**src/rtl/pmon_i2c_pkg.sv**
```systemverilog
// Shared constants, link states and helper functions for the serial target.
// Assumes a 12-bit converter result split into an 8-bit high part and a 4-bit low part.
package pmon_i2c_pkg;

    localparam int CODE_W = 12;
    localparam int LO_W   = 4;
    localparam int HI_W   = CODE_W - LO_W;
    localparam int IDX_W  = 2;

    typedef enum logic [2:0] {
        ST_IDLE,
        ST_ADDR,
        ST_ADDR_ACK,
        ST_WBYTE,
        ST_WACK,
        ST_RBYTE,
        ST_RACK
    } link_st_t;

    // Build the 7-bit target address from the two strap codes.
    function automatic logic [6:0] strap_addr(input logic [1:0] a1, input logic [1:0] a0);
        return {3'b011, a1, a0};
    endfunction

endpackage

```
**src/rtl/pmon_line_filter.sv**
```systemverilog
// Synchronizes one bus line and passes a new level on only after it has held
// for FILT_CYC clocks in a row. Assumes an idle-high line.
module pmon_line_filter #(
    parameter int FILT_CYC = 12
) (
    input  logic clk,
    input  logic rst_n,
    input  logic line_i,
    output logic line_o
);
    localparam int CW = $clog2(FILT_CYC + 1);

    logic [1:0]    sync_q;
    logic [CW-1:0] cnt_q;

    // Two-flop synchronizer followed by a stability counter.
    always_ff @(posedge clk) begin
        if (!rst_n) begin
            sync_q <= 2'b11;
            cnt_q  <= '0;
            line_o <= 1'b1;
        end else begin
            sync_q <= {sync_q[0], line_i};
            if (sync_q[1] == line_o) begin
                cnt_q <= '0;
            end else if (cnt_q == CW'(FILT_CYC - 1)) begin
                line_o <= sync_q[1];
                cnt_q  <= '0;
            end else begin
                cnt_q <= cnt_q + 1'b1;
            end
        end
    end

    // the filtered level only ever takes the synchronized level.
    p_filt_follow_r12: assert property (@(posedge clk) disable iff (!rst_n)
        !$stable(line_o) |-> (line_o == $past(sync_q[1])));

endmodule

```
**src/rtl/pmon_i2c_link.sv**
```systemverilog
// Bit- and byte-level bus engine. It detects start and stop, shifts bytes in
// and out, drives the ACK and NACK, and reports completed write bytes.
// Assumes filtered, synchronized line levels.
module pmon_i2c_link
    import pmon_i2c_pkg::*;
(
    input  logic             clk,
    input  logic             rst_n,
    input  logic             scl_f,
    input  logic             sda_f,
    input  logic [6:0]       dev_addr,
    input  logic             busy_i,
    input  logic [7:0]       tx_byte_i,
    output logic             sda_pull_o,
    output logic [7:0]       rx_byte_o,
    output logic             rx_commit_o,
    output logic [IDX_W-1:0] rx_idx_o,
    output logic             rd_load_o,
    output logic [IDX_W-1:0] rd_idx_o
);
    link_st_t         state_q;
    logic             scl_q, sda_q;
    logic [3:0]       bitcnt_q;
    logic [7:0]       sh_q;
    logic             rw_q, mack_q;
    logic [IDX_W-1:0] wr_idx_q;

    logic scl_rise, scl_fall, start_det, stop_det, addr_hit;

    // Line edges and bus conditions.
    always_comb begin
        scl_rise  = scl_f & ~scl_q;
        scl_fall  = ~scl_f & scl_q;
        start_det = scl_f & scl_q & sda_q & ~sda_f;
        stop_det  = scl_f & scl_q & ~sda_q & sda_f;
        addr_hit  = (sh_q[7:1] == dev_addr) && !(sh_q[0] && busy_i);
    end

    assign rx_byte_o = sh_q;

    // Protocol state machine.
    always_ff @(posedge clk) begin
        if (!rst_n) begin
            state_q     <= ST_IDLE;
            scl_q       <= 1'b1;
            sda_q       <= 1'b1;
            bitcnt_q    <= '0;
            sh_q        <= '0;
            rw_q        <= 1'b0;
            mack_q      <= 1'b0;
            wr_idx_q    <= '0;
            rd_idx_o    <= '0;
            rx_idx_o    <= '0;
            rx_commit_o <= 1'b0;
            rd_load_o   <= 1'b0;
            sda_pull_o  <= 1'b0;
        end else begin
            scl_q       <= scl_f;
            sda_q       <= sda_f;
            rx_commit_o <= 1'b0;
            rd_load_o   <= 1'b0;
            if (start_det) begin
                state_q    <= ST_ADDR;
                bitcnt_q   <= '0;
                wr_idx_q   <= '0;
                sda_pull_o <= 1'b0;
            end else if (stop_det) begin
                state_q    <= ST_IDLE;
                sda_pull_o <= 1'b0;
            end else begin
                case (state_q)
                    ST_ADDR, ST_WBYTE: begin
                        if (scl_rise) begin
                            sh_q     <= {sh_q[6:0], sda_f};
                            bitcnt_q <= bitcnt_q + 4'd1;
                        end else if (scl_fall && bitcnt_q == 4'd8) begin
                            if (state_q == ST_WBYTE) begin
                                sda_pull_o <= 1'b1;
                                state_q    <= ST_WACK;
                            end else if (addr_hit) begin
                                sda_pull_o <= 1'b1;
                                rw_q       <= sh_q[0];
                                rd_load_o  <= sh_q[0];
                                rd_idx_o   <= '0;
                                state_q    <= ST_ADDR_ACK;
                            end else begin
                                state_q <= ST_IDLE;
                            end
                        end
                    end
                    ST_ADDR_ACK: begin
                        if (scl_fall) begin
                            bitcnt_q <= '0;
                            if (rw_q) begin
                                sh_q       <= tx_byte_i;
                                sda_pull_o <= ~tx_byte_i[7];
                                state_q    <= ST_RBYTE;
                            end else begin
                                sda_pull_o <= 1'b0;
                                state_q    <= ST_WBYTE;
                            end
                        end
                    end
                    ST_WACK: begin
                        if (scl_fall) begin
                            sda_pull_o  <= 1'b0;
                            rx_commit_o <= 1'b1;
                            rx_idx_o    <= wr_idx_q;
                            if (wr_idx_q != '1) wr_idx_q <= wr_idx_q + 1'b1;
                            bitcnt_q    <= '0;
                            state_q     <= ST_WBYTE;
                        end
                    end
                    ST_RBYTE: begin
                        if (scl_rise) begin
                            bitcnt_q <= bitcnt_q + 4'd1;
                        end else if (scl_fall) begin
                            if (bitcnt_q == 4'd8) begin
                                sda_pull_o <= 1'b0;
                                state_q    <= ST_RACK;
                            end else begin
                                sh_q       <= {sh_q[6:0], 1'b0};
                                sda_pull_o <= ~sh_q[6];
                            end
                        end
                    end
                    ST_RACK: begin
                        if (scl_rise) begin
                            mack_q <= ~sda_f;
                            if (!sda_f && rd_idx_o != '1) rd_idx_o <= rd_idx_o + 1'b1;
                        end else if (scl_fall) begin
                            if (mack_q) begin
                                bitcnt_q   <= '0;
                                sh_q       <= tx_byte_i;
                                sda_pull_o <= ~tx_byte_i[7];
                                state_q    <= ST_RBYTE;
                            end else begin
                                state_q <= ST_IDLE;
                            end
                        end
                    end
                    default: ;
                endcase
            end
        end
    end

    // the pull-down changes only while the filtered SCL is low.
    p_pull_scl_low_r11: assert property (@(posedge clk) disable iff (!rst_n)
        !$stable(sda_pull_o) |-> !$past(scl_f));

    // a read address that arrives while busy is not acknowledged.
    p_busy_nack_r8: assert property (@(posedge clk) disable iff (!rst_n)
        (state_q == ST_ADDR && scl_fall && bitcnt_q == 4'd8 && sh_q[0] && busy_i && !start_det && !stop_det)
        |=> !sda_pull_o);

    // the line is released whenever the engine is idle.
    p_idle_release_r9: assert property (@(posedge clk) disable iff (!rst_n)
        (state_q == ST_IDLE) |-> !sda_pull_o);

endmodule

```
**src/rtl/pmon_cmd_regs.sv**
```systemverilog
// Command and setup register file. It is written only by committed,
// acknowledged bytes from the link. Byte index 0 is a command byte or a
// selector byte; byte index 1 is setup register data.
module pmon_cmd_regs
    import pmon_i2c_pkg::*;
#(
    parameter logic [7:0] EN_RST   = 8'h04,
    parameter logic [7:0] TH_RST   = 8'hFF,
    parameter logic [7:0] CTRL_RST = 8'h00
) (
    input  logic             clk,
    input  logic             rst_n,
    input  logic             commit_i,
    input  logic [IDX_W-1:0] idx_i,
    input  logic [7:0]       byte_i,
    output logic [6:0]       cmd_o,
    output logic             cmd_wr_o,
    output logic [7:0]       alert_en_o,
    output logic [7:0]       alert_th_o,
    output logic [7:0]       ctrl_o
);
    logic [1:0] sel_q;

    // Decode committed bytes into register updates.
    always_ff @(posedge clk) begin
        if (!rst_n) begin
            sel_q      <= 2'b00;
            cmd_o      <= '0;
            cmd_wr_o   <= 1'b0;
            alert_en_o <= EN_RST;
            alert_th_o <= TH_RST;
            ctrl_o     <= CTRL_RST;
        end else begin
            cmd_wr_o <= 1'b0;
            if (commit_i && idx_i == '0) begin
                if (!byte_i[7]) begin
                    cmd_o    <= byte_i[6:0];
                    cmd_wr_o <= 1'b1;
                    sel_q    <= 2'b00;
                end else begin
                    sel_q <= byte_i[1:0];
                end
            end else if (commit_i && idx_i == IDX_W'(1)) begin
                case (sel_q)
                    2'b01:   alert_en_o <= byte_i;
                    2'b10:   alert_th_o <= byte_i;
                    2'b11:   ctrl_o     <= byte_i;
                    default: ;
                endcase
            end
        end
    end

    // the command strobe lasts a single clock.
    p_cmd_pulse_r3: assert property (@(posedge clk) disable iff (!rst_n)
        cmd_wr_o |=> !cmd_wr_o);

    // the threshold changes only on a committed second byte.
    p_th_commit_r4: assert property (@(posedge clk) disable iff (!rst_n)
        !$stable(alert_th_o) |-> ($past(commit_i) && $past(idx_i) == IDX_W'(1)));

    // no setup register moves without a commit.
    p_no_commit_hold_r10: assert property (@(posedge clk) disable iff (!rst_n)
        !$past(commit_i) |-> ($stable(alert_en_o) && $stable(ctrl_o) && $stable(cmd_o)));

endmodule

```
**src/rtl/pmon_read_frame.sv**
```systemverilog
// Takes a snapshot of the results and the frame mode when a read is accepted,
// then gives the byte for each position of the read frame.
module pmon_read_frame
    import pmon_i2c_pkg::*;
(
    input  logic              clk,
    input  logic              rst_n,
    input  logic              load_i,
    input  logic              stat_mode_i,
    input  logic              v_on_i,
    input  logic              i_on_i,
    input  logic [CODE_W-1:0] volt_i,
    input  logic [CODE_W-1:0] curr_i,
    input  logic [7:0]        status_i,
    input  logic [IDX_W-1:0]  idx_i,
    output logic [7:0]        byte_o
);
    logic [CODE_W-1:0] v_q, i_q, one_q;
    logic [7:0]        st_q;
    logic              stat_q, both_q;

    // Snapshot when the read address is accepted.
    always_ff @(posedge clk) begin
        if (!rst_n) begin
            v_q <= '0; i_q <= '0; one_q <= '0; st_q <= '0;
            stat_q <= 1'b0; both_q <= 1'b0;
        end else if (load_i) begin
            v_q    <= volt_i;
            i_q    <= curr_i;
            one_q  <= (i_on_i && !v_on_i) ? curr_i : volt_i;
            st_q   <= status_i;
            stat_q <= stat_mode_i;
            both_q <= v_on_i && i_on_i;
        end
    end

    // Select the byte for this frame position.
    always_comb begin
        byte_o = 8'h00;
        if (stat_q) begin
            if (idx_i == '0) byte_o = st_q;
        end else if (both_q) begin
            case (idx_i)
                2'd0:    byte_o = v_q[CODE_W-1:LO_W];
                2'd1:    byte_o = i_q[CODE_W-1:LO_W];
                2'd2:    byte_o = {v_q[LO_W-1:0], i_q[LO_W-1:0]};
                default: byte_o = 8'h00;
            endcase
        end else begin
            case (idx_i)
                2'd0:    byte_o = one_q[CODE_W-1:LO_W];
                2'd1:    byte_o = {one_q[LO_W-1:0], {(HI_W-LO_W){1'b0}}};
                default: byte_o = 8'h00;
            endcase
        end
    end

endmodule

```
**src/rtl/pmon_i2c_slave.sv**
```systemverilog
// Top of the serial target: two line filters, the protocol engine, the
// register file and the read-frame builder. Assumes the strap codes are static
// while a transfer is in progress.
module pmon_i2c_slave
    import pmon_i2c_pkg::*;
#(
    parameter int         FILT_CYC = 12,
    parameter logic [7:0] EN_RST   = 8'h04,
    parameter logic [7:0] TH_RST   = 8'hFF,
    parameter logic [7:0] CTRL_RST = 8'h00
) (
    input  logic              clk,
    input  logic              rst_n,
    input  logic              scl_i,
    input  logic              sda_i,
    output logic              sda_pull_o,
    input  logic [1:0]        strap_a0_i,
    input  logic [1:0]        strap_a1_i,
    input  logic              oneshot_busy_i,
    input  logic [CODE_W-1:0] volt_code_i,
    input  logic [CODE_W-1:0] curr_code_i,
    input  logic [7:0]        status_i,
    output logic [6:0]        cmd_o,
    output logic              cmd_wr_o,
    output logic [7:0]        alert_en_o,
    output logic [7:0]        alert_th_o,
    output logic [7:0]        ctrl_o
);
    logic [1:0]       raw_lines, flt_lines;
    logic [7:0]       rx_byte, tx_byte;
    logic             rx_commit, rd_load;
    logic [IDX_W-1:0] rx_idx, rd_idx;

    assign raw_lines = {sda_i, scl_i};

    // One identical filter per bus line.
    for (genvar g = 0; g < 2; g++) begin : g_flt
        pmon_line_filter #(.FILT_CYC(FILT_CYC)) u_flt (
            .clk(clk), .rst_n(rst_n), .line_i(raw_lines[g]), .line_o(flt_lines[g])
        );
    end

    pmon_i2c_link u_link (
        .clk(clk), .rst_n(rst_n),
        .scl_f(flt_lines[0]), .sda_f(flt_lines[1]),
        .dev_addr(strap_addr(strap_a1_i, strap_a0_i)),
        .busy_i(oneshot_busy_i), .tx_byte_i(tx_byte),
        .sda_pull_o(sda_pull_o), .rx_byte_o(rx_byte),
        .rx_commit_o(rx_commit), .rx_idx_o(rx_idx),
        .rd_load_o(rd_load), .rd_idx_o(rd_idx)
    );

    pmon_cmd_regs #(.EN_RST(EN_RST), .TH_RST(TH_RST), .CTRL_RST(CTRL_RST)) u_regs (
        .clk(clk), .rst_n(rst_n),
        .commit_i(rx_commit), .idx_i(rx_idx), .byte_i(rx_byte),
        .cmd_o(cmd_o), .cmd_wr_o(cmd_wr_o),
        .alert_en_o(alert_en_o), .alert_th_o(alert_th_o), .ctrl_o(ctrl_o)
    );

    pmon_read_frame u_frame (
        .clk(clk), .rst_n(rst_n), .load_i(rd_load),
        .stat_mode_i(cmd_o[6]),
        .v_on_i(cmd_o[0] | cmd_o[1]),
        .i_on_i(cmd_o[2] | cmd_o[3]),
        .volt_i(volt_code_i), .curr_i(curr_code_i), .status_i(status_i),
        .idx_i(rd_idx), .byte_o(tx_byte)
    );

endmodule

```
**config.mk**
```make
export PLATFORM = sky130hd
export DESIGN_NAME = pmon_i2c_slave
export DESIGN_NICKNAME = d
export VERILOG_FILES = /design/src/rtl/pmon_i2c_pkg.sv /design/src/rtl/pmon_line_filter.sv /design/src/rtl/pmon_i2c_link.sv /design/src/rtl/pmon_cmd_regs.sv /design/src/rtl/pmon_read_frame.sv /design/src/rtl/pmon_i2c_slave.sv
export SDC_FILE = /design/constraint.sdc
export NUM_CORES = 1
export LEC_CHECK = 0
export BUFFER_PORTS_ARGS = -buffer_cell sky130_fd_sc_hd__buf_4
export CAP_MARGIN = 5
export CELL_PAD_IN_SITES_DETAIL_PLACEMENT = 1
export CELL_PAD_IN_SITES_GLOBAL_PLACEMENT = 2
export CORE_MARGIN = 2
export CORE_UTILIZATION = 33
export CTS_CLUSTER_SIZE = 12
export DETAILED_ROUTE_END_ITERATION = 12
export GPL_TIMING_DRIVEN = 1
export PLACE_DENSITY = 0.84
export SYNTH_ARGS = -nofsm -noshare
export SYNTH_HDL_FRONTEND = slang
export SYNTH_SLANG_ARGS = --single-unit
```
**constraint.sdc**
```tcl
create_clock -name clk -period 1.73 [get_ports clk]
set_input_delay 0.0865 -clock clk [delete_from_list [all_inputs] [get_ports clk]]
set_output_delay 0.0865 -clock clk [all_outputs]
set_load 0.05 [all_outputs]
```
After elaboration in Yosys (flattened, before gate mapping)
Cells that the tools add are included.
W data, S select, Z words.
{"block": "classes", "add_sub_neg": 5, "eq_ne": 49, "muxes": 62, "n_bitwise": 28, "n_reduce_logical": 44}
{"op": "$mux W8", "count": 12}
{"op": "$mux W3", "count": 12}
{"op": "$pmux W8 S4", "count": 1}
{"op": "$ne A2 B1 Y1 const B", "count": 14}
{"op": "$ne A4 B1 Y1 const B", "count": 6}
{"op": "$pmux W8 S3", "count": 1}
{"op": "$mux W4", "count": 5}
{"op": "$reduce_and A10 Y1", "count": 2}
{"op": "$not A1 Y1", "count": 19}
{"op": "$mux W1", "count": 17}
{"op": "$mux W2", "count": 8}
{"op": "$pmux W8 S2", "count": 1}
{"op": "$pmux W3 S5", "count": 1}
{"op": "$ne A2 B2 Y1 const B", "count": 7}
{"op": "$reduce_and A7 Y1", "count": 2}
{"op": "$add A4 B1 Y4 const B", "count": 3}
{"op": "$eq A4 B4 Y1 const B", "count": 3}
{"op": "$mux W12", "count": 1}
{"op": "$ne A4 B4 Y1 const B", "count": 3}
{"op": "$pmux W4 S3", "count": 1}
{"op": "$reduce_and A12 Y1", "count": 1}
{"op": "$reduce_and A4 Y1", "count": 3}
{"op": "$reduce_or A3 Y1", "count": 4}
{"op": "$reduce_and A11 Y1", "count": 1}
{"op": "other kinds (27)", "count": 60}
{"block": "word_totals", "reg_bits": 122, "in_bits": 41, "output_inout_bits": 33, "wordCells": 220}

Depth between registers and ports, before layout
{"block": "depth", "depth_word": 10, "mapped_depth": 8, "ltp_nobuf": 7}

Modules after synthesis
From an unflattened synthesis, not the netlist that was laid out.
{"block": "unflattened", "cells_unflattened": 623, "area_unflattened_um2": 5869.4}
{"module": "pmon_read_frame", "instances": 1, "cells_per_inst": 228, "area_per_inst_um2": 2308.5, "seq_area_each_um2": 920.9}
{"module": "pmon_i2c_link", "instances": 1, "cells_per_inst": 209, "area_per_inst_um2": 1729.2, "seq_area_each_um2": 560.5}
{"module": "pmon_cmd_regs", "instances": 1, "cells_per_inst": 136, "area_per_inst_um2": 1293.7, "seq_area_each_um2": 680.7}
{"module": "pmon_line_filter", "instances": 2, "cells_per_inst": 23, "area_per_inst_um2": 259.0, "seq_area_each_um2": 140.1}
{"module": "pmon_i2c_slave", "instances": 1, "cells_per_inst": 4, "area_per_inst_um2": 20.0, "seq_area_each_um2": 0.0}

Least setup slack after synthesis
Ideal clock, no wire load.
{"block": "synth_path", "path_type": "flip-flop to flip-flop", "start": "register u_regs.cmd_o[2]", "end": "register u_frame.one_q[10]", "setup_time_ns": 0.116, "arrival_time_ns": 1.685, "t_required_ns": 1.614, "path_slack_ns": -0.071, "path_stages_with_launch": 7, "n_path_buf": 1, "period_less_slack_ns": 1.801, "cell_sequence": "dfxtp_1 nor2_1 nor3_1 buf_4 mux2i_1 nand2_1 o211a_1"}
{"block": "synth_via", "elab_chain_cells": 3}
{"element": "from (decl)", "line": "pmon_cmd_regs.sv:16", "text": "output logic [6:0] cmd_o,"}
{"element": "from (signal assigned)", "line": "pmon_cmd_regs.sv:37", "text": "cmd_o <= byte_i[6:0];"}
{"element": "$or A1 B1 Y1", "line": "pmon_i2c_slave.sv:64", "text": ".i_on_i(cmd_o[2] | cmd_o[3]),"}
{"element": "$logic_and A1 B1 Y1", "line": "pmon_read_frame.sv:30", "text": "one_q <= (i_on_i && !v_on_i) ? curr_i : volt_i;"}
{"element": "$mux W12", "line": "pmon_read_frame.sv:30"}
{"element": "to (signal assigned)", "line": "pmon_read_frame.sv:30"}
{"element": "to (decl)", "line": "pmon_read_frame.sv:18", "text": "logic [CODE_W-1:0] v_q, i_q, one_q;"}
Every way passes these cells.
A chain may end at the register's enable or synchronous reset.

Worst setup path in the final report
{"block": "layout_path", "start": "register u_link.rd_idx_o[1]", "end": "register u_link.sda_pull_o"}
{"block": "layout_via", "elab_chain_cells": 9, "word_cells_on_any_way": 15, "cone_classes": "eq/ne: 2; mux: 11; bitwise: 1; reduce/logical: 1"}
{"element": "from (decl)", "line": "pmon_i2c_link.sv:19", "text": "output logic [IDX_W-1:0] rd_idx_o"}
{"element": "from (signal assigned)", "line": "pmon_i2c_link.sv:130", "text": "if (!sda_f && rd_idx_o != '1) rd_idx_o <= rd_idx_o + 1'b1;"}
{"element": "$eq A2 B2 Y1, or another cell as far along", "line": "pmon_read_frame.sv:43", "text": "case (idx_i)"}
{"element": "$pmux W8 S3 / $pmux W8 S2 (equally long branches)", "line": "pmon_read_frame.sv:43, pmon_read_frame.sv:50"}
{"element": "$mux W8", "line": "pmon_read_frame.sv:42", "text": "end else if (both_q) begin"}
{"element": "$mux W8 (*)", "line": "pmon_read_frame.sv:40", "text": "if (stat_q) begin"}
{"element": "$not A1 Y1 (*)", "line": "pmon_i2c_link.sv:96, pmon_i2c_link.sv:135"}
{"element": "$mux W1", "line": "pmon_i2c_link.sv:132", "text": "if (mack_q) begin"}
{"element": "$mux W1", "line": "pmon_i2c_link.sv:131", "text": "end else if (scl_fall) begin"}
{"element": "$mux W1", "line": "pmon_i2c_link.sv:128", "text": "if (scl_rise) begin"}
{"element": "$pmux W1 S5 (*)", "line": "pmon_i2c_link.sv:71", "text": "case (state_q)"}
{"element": "to (signal assigned)", "line": "pmon_i2c_link.sv:96", "text": "sda_pull_o <= ~tx_byte_i[7];"}
{"element": "to (signal assigned)", "line": "pmon_i2c_link.sv:123", "text": "sda_pull_o <= ~sh_q[6];"}
{"element": "to (signal assigned)", "line": "pmon_i2c_link.sv:135", "text": "sda_pull_o <= ~tx_byte_i[7];"}
{"element": "to (decl)", "line": "pmon_i2c_link.sv:14", "text": "output logic sda_pull_o,"}
Every way passes the cells marked *; elsewhere a longest branch is shown, timed or not. The select of a mux whose other input is x is not followed.

==> results.md <==
* DRC at 0
* Remaining global-route overflow at 0
* Detail Route Antenna Nets at 0
* Root buf cell: clkbuf_16
* Hold Crit Class: in -> reg
* Via/cell ratio at 5.03
* CP Capture Point: u_link.sda_pull_o$_SDFFE_PP0P_
* First-pass GRT wire length at 26.6 mm
* Synth area leaders: dfxtp_1 (43%), mux2i_1 (13%), nor2b_1 (5.9%)
* Period utilization at between 90% and 100%
* Starting Density at 33.4%
* Vias in the first global route at about 5300
* Worst EP arrival at 2040 ps
* Number of synthesized flops with an enable pin at 0
* Worst-path clk slew at 50 ps
* P_leak at 2.92 nW
* Synthesized cell area at 0.00572 mm^2
* H-tree depth at 4
* Status: finished, final reports clean
* Hold path depth at 3
* Reg power frac at 42.6%
* Placer congestion estimate at 0.849
* Layout cell share with drive strength beyond 1 at 24.4%
* Slew headroom at 68.2%
* Setup WS post-layout at 21.2 ps
* Fill cells at 1921
* Setup Viol. Count Final at 0
* R2R cell count at 8
* Area leader, netlist: dfxtp_1
* Worst r2r dst: u_link.sda_pull_o$_SDFFE_PP0P_
* FMAX at 585 MHz
* Placed cell areas at 0.00672 mm^2
* Power Density at approximately 860 mW/mm^2
* Mapped Nets at roughly 650
* Synth top area share at about 43%
* Flop2flop setup slack at about 21 ps
* Comb power frac at 3.6%
* Net Sw Power at 1.31 mW
* Initial antenna violation count at 0
* Critical path startpoint: u_link.rd_idx_o[1]$_SDFFE_PN0P_
* CP max stage delay at 370 ps
* Die Y at between 100 and 150 um
* Most frequent cell on the critical path: nor3_1
* Dpl ws at -78.8 ps
* Diode count at 0
* CTS max path bufs at 2
* R2r startpoint: u_link.rd_idx_o[1]$_SDFFE_PN0P_
* Die ar. at 0.0184 mm^2
* Clock latency on the worst-skew pair at 410 ps
* Buffers on Ports at 73
* #FFs+latches synth at 122
* Largest net degree at the start of global routing at 60
* CP cell instances: inv_2, ha_4, buf_12, a222oi_1, nor3_1, nor3_1, nor4b_1, nor3b_1
* Core Box Area at 0.0171 mm^2
* Gr usage total at 18.5%
* # IOs at 74
* Routed WL at 16.4 mm
* Maximum vdd drop at between 600 and 700 uV
* Layout net count at between 700 and 800
* Final Cell Area at slightly below 0.008 mm^2
* Worst setup SP type: register
* Internal at approximately 5.3 mW
* Clk network pwr share at approximately 54%
* Synthesis-to-finish area growth at 35.2%
* Cell Rows at 48
* Req. time, crit path at 2060 ps
* Drt initial violations at 222
* Tmin final at between 1500 and 2000 ps
* Post-DP HPWL at 11.4 mm
* Warnings, synthesis at 0
* Kind of critical path: reg -> reg
* Fin Hold WS at 19.9 ps
* Main flop type after synthesis: dfxtp_1
* Clock sink total at 122
* Power Total at 6.62 mW
* Max-slew violations at 0
* RSZ-0062 raised after global routing: yes
* Endpoints failing hold at 0
* Vias at slightly below 5000
* Die extent in x at 136 um
* Post-synth cell types at 63
* Slowest-stage cell, CP: a222oi_1
* Least-Margin Pin Slew at 476 ps
* Seq/Total Area, Yosys at 42.7%
* CP Max Fanout at 10
* CTS tree: built
* Switching portion of total power at 19.8%
* Num CTS Buffers at 17
* Critical Path Sink Type: register
* Core Util, Final at a little under half
* Mapped Avg Cell Area at 9.53 um^2
* Detailed Routing Iterations Pass 1 at 4
* Top-count cell post-synth: dfxtp_1
* Async set or reset register ratio after synthesis at 0%
* Syn Inst Count at 600
* Clk_skew at 8.55 ps
* WL/cell at 17.0 um
* Commonest cells post-synth: dfxtp_1 (122), mux2i_1 (74), nand2_1 (65)
* Max Cap Viol at 0
==> worst max-delay path, delay by kind of cell (launching register included) <==
kind | cells | cell delay, ps
adders and majority gates | 1 | 180
and+or+nand+nor | 4 | 530
DFF | 1 | 340
buffers and inverters | 2 | 200
AOI/OAI and AO/OA | 1 | 370
==> state kept, by name (all words and copies together), names as in the netlist, 3 cells and up <==
register and count:
u_regs.alert_en_o 8, u_regs.cmd_o 7, g_flt.u_flt.sync_q 4, u_link.state_q 3, u_frame.st_q 8, u_regs.ctrl_o 8, u_link.bitcnt_q 4, u_link.rx_byte_o 8
g_flt.u_flt.cnt_q 8, u_frame.i_q 12, u_regs.alert_th_o 8, u_frame.v_q 12, u_frame.one_q 12
==> final cells by class <==
| type | count | area (um^2) | share of cell area, % |
|---|---|---|---|
| multi-input cells | 427 | 3060 | 39.6 |
| flip-flops and latches | 122 | 2450 | 31.7 |
| repair buffers | 153 | 1310 | 17.0 |
| clock buffers | 22 | 474 | 6.14 |
| well taps | 225 | 282 | 3.64 |
| clock inverters | 7 | 118 | 1.52 |
| inverters | 8 | 30.0 | 0.389 |
==> worst min-delay path by stage <==
stage / startpoint / endpoint / slack (ps)
after global routing: curr_code_i[0] / u_frame.i_q[0]$_SDFFE_PN0P_ / 20
final: curr_code_i[0] / u_frame.i_q[0]$_SDFFE_PN0P_ / 20
after detailed placement: scl_i / g_flt[0].u_flt.sync_q[0]$_SDFF_PN1_ / 280
after floorplan: scl_i / g_flt[0].u_flt.sync_q[0]$_SDFF_PN1_ / 190
after global placement: scl_i / g_flt[0].u_flt.sync_q[0]$_SDFF_PN1_ / 270
after CTS: curr_code_i[0] / u_frame.i_q[0]$_SDFFE_PN0P_ / 10
==> per-layer routing <==
metal	track usage (%)	routed length, um
met1	21.5	7040
met2	33.5	8510
met3	4.12	528
met4	5.84	283
met5	0	0
==> per-stage QoR <==
stage,setup TNS (ps),std cells
after floorplan,0,600
after global placement,-4.06,899
after detailed placement,-139,899
after CTS,-16.2,961
after global routing,-155,964
final,0,964
==> power by group through the flow <==
stage	Sequential, mW	Combinational (mW)	Clock (mW)
after global routing	2.82	0.258	3.79
after CTS	2.82	0.239	3.65
after global placement	2.88	0.173	0
after detailed placement	2.88	0.179	0
after floorplan	2.88	0.0736	0
final	2.82	0.239	3.57
==> logic make-up (layout without fill, tap and decap cells) <==
logic type,Yosys count,count (layout),share of synthesized area [%]
mux,74,74,13.0
simple gates,212,212,20.7
buf+inv,51,190,4.38
fa+ha+maj,10,10,2.19
xor+xnor,14,14,2.15
compound gates,117,117,14.9
flops,122,122,42.7
==> placed cells by master (no fill, tap or decap), types with 5 or more instances in the layout <==
master	instances
nand3b_1	5
nor2_1	22
nand2b_1	15
dlygate4sd3_1	33
nor2b_1	53
o211a_1	12
o21ai_0	16
a21oi_1	20
ha_1	7
buf_12	5
dfxtp_2	7
buf_4	114
xor2_1	10
mux2i_1	74
a21boi_0	9
a222oi_1	8
nand3_1	16
dfxtp_1	115
a22oi_1	11
inv_1	6
clkbuf_16	18
nand2_1	65
==> repair_timing <==
item,4_1_cts,5_1_grt
setup endpoints to repair,7,15
hold endpoints to repair,33,0
buffers inserted,0,2
cloned,0,1
resized for setup,5,11
pin swaps,1,5
hold buffers,33,0
(Power assumes the default switching activity.)
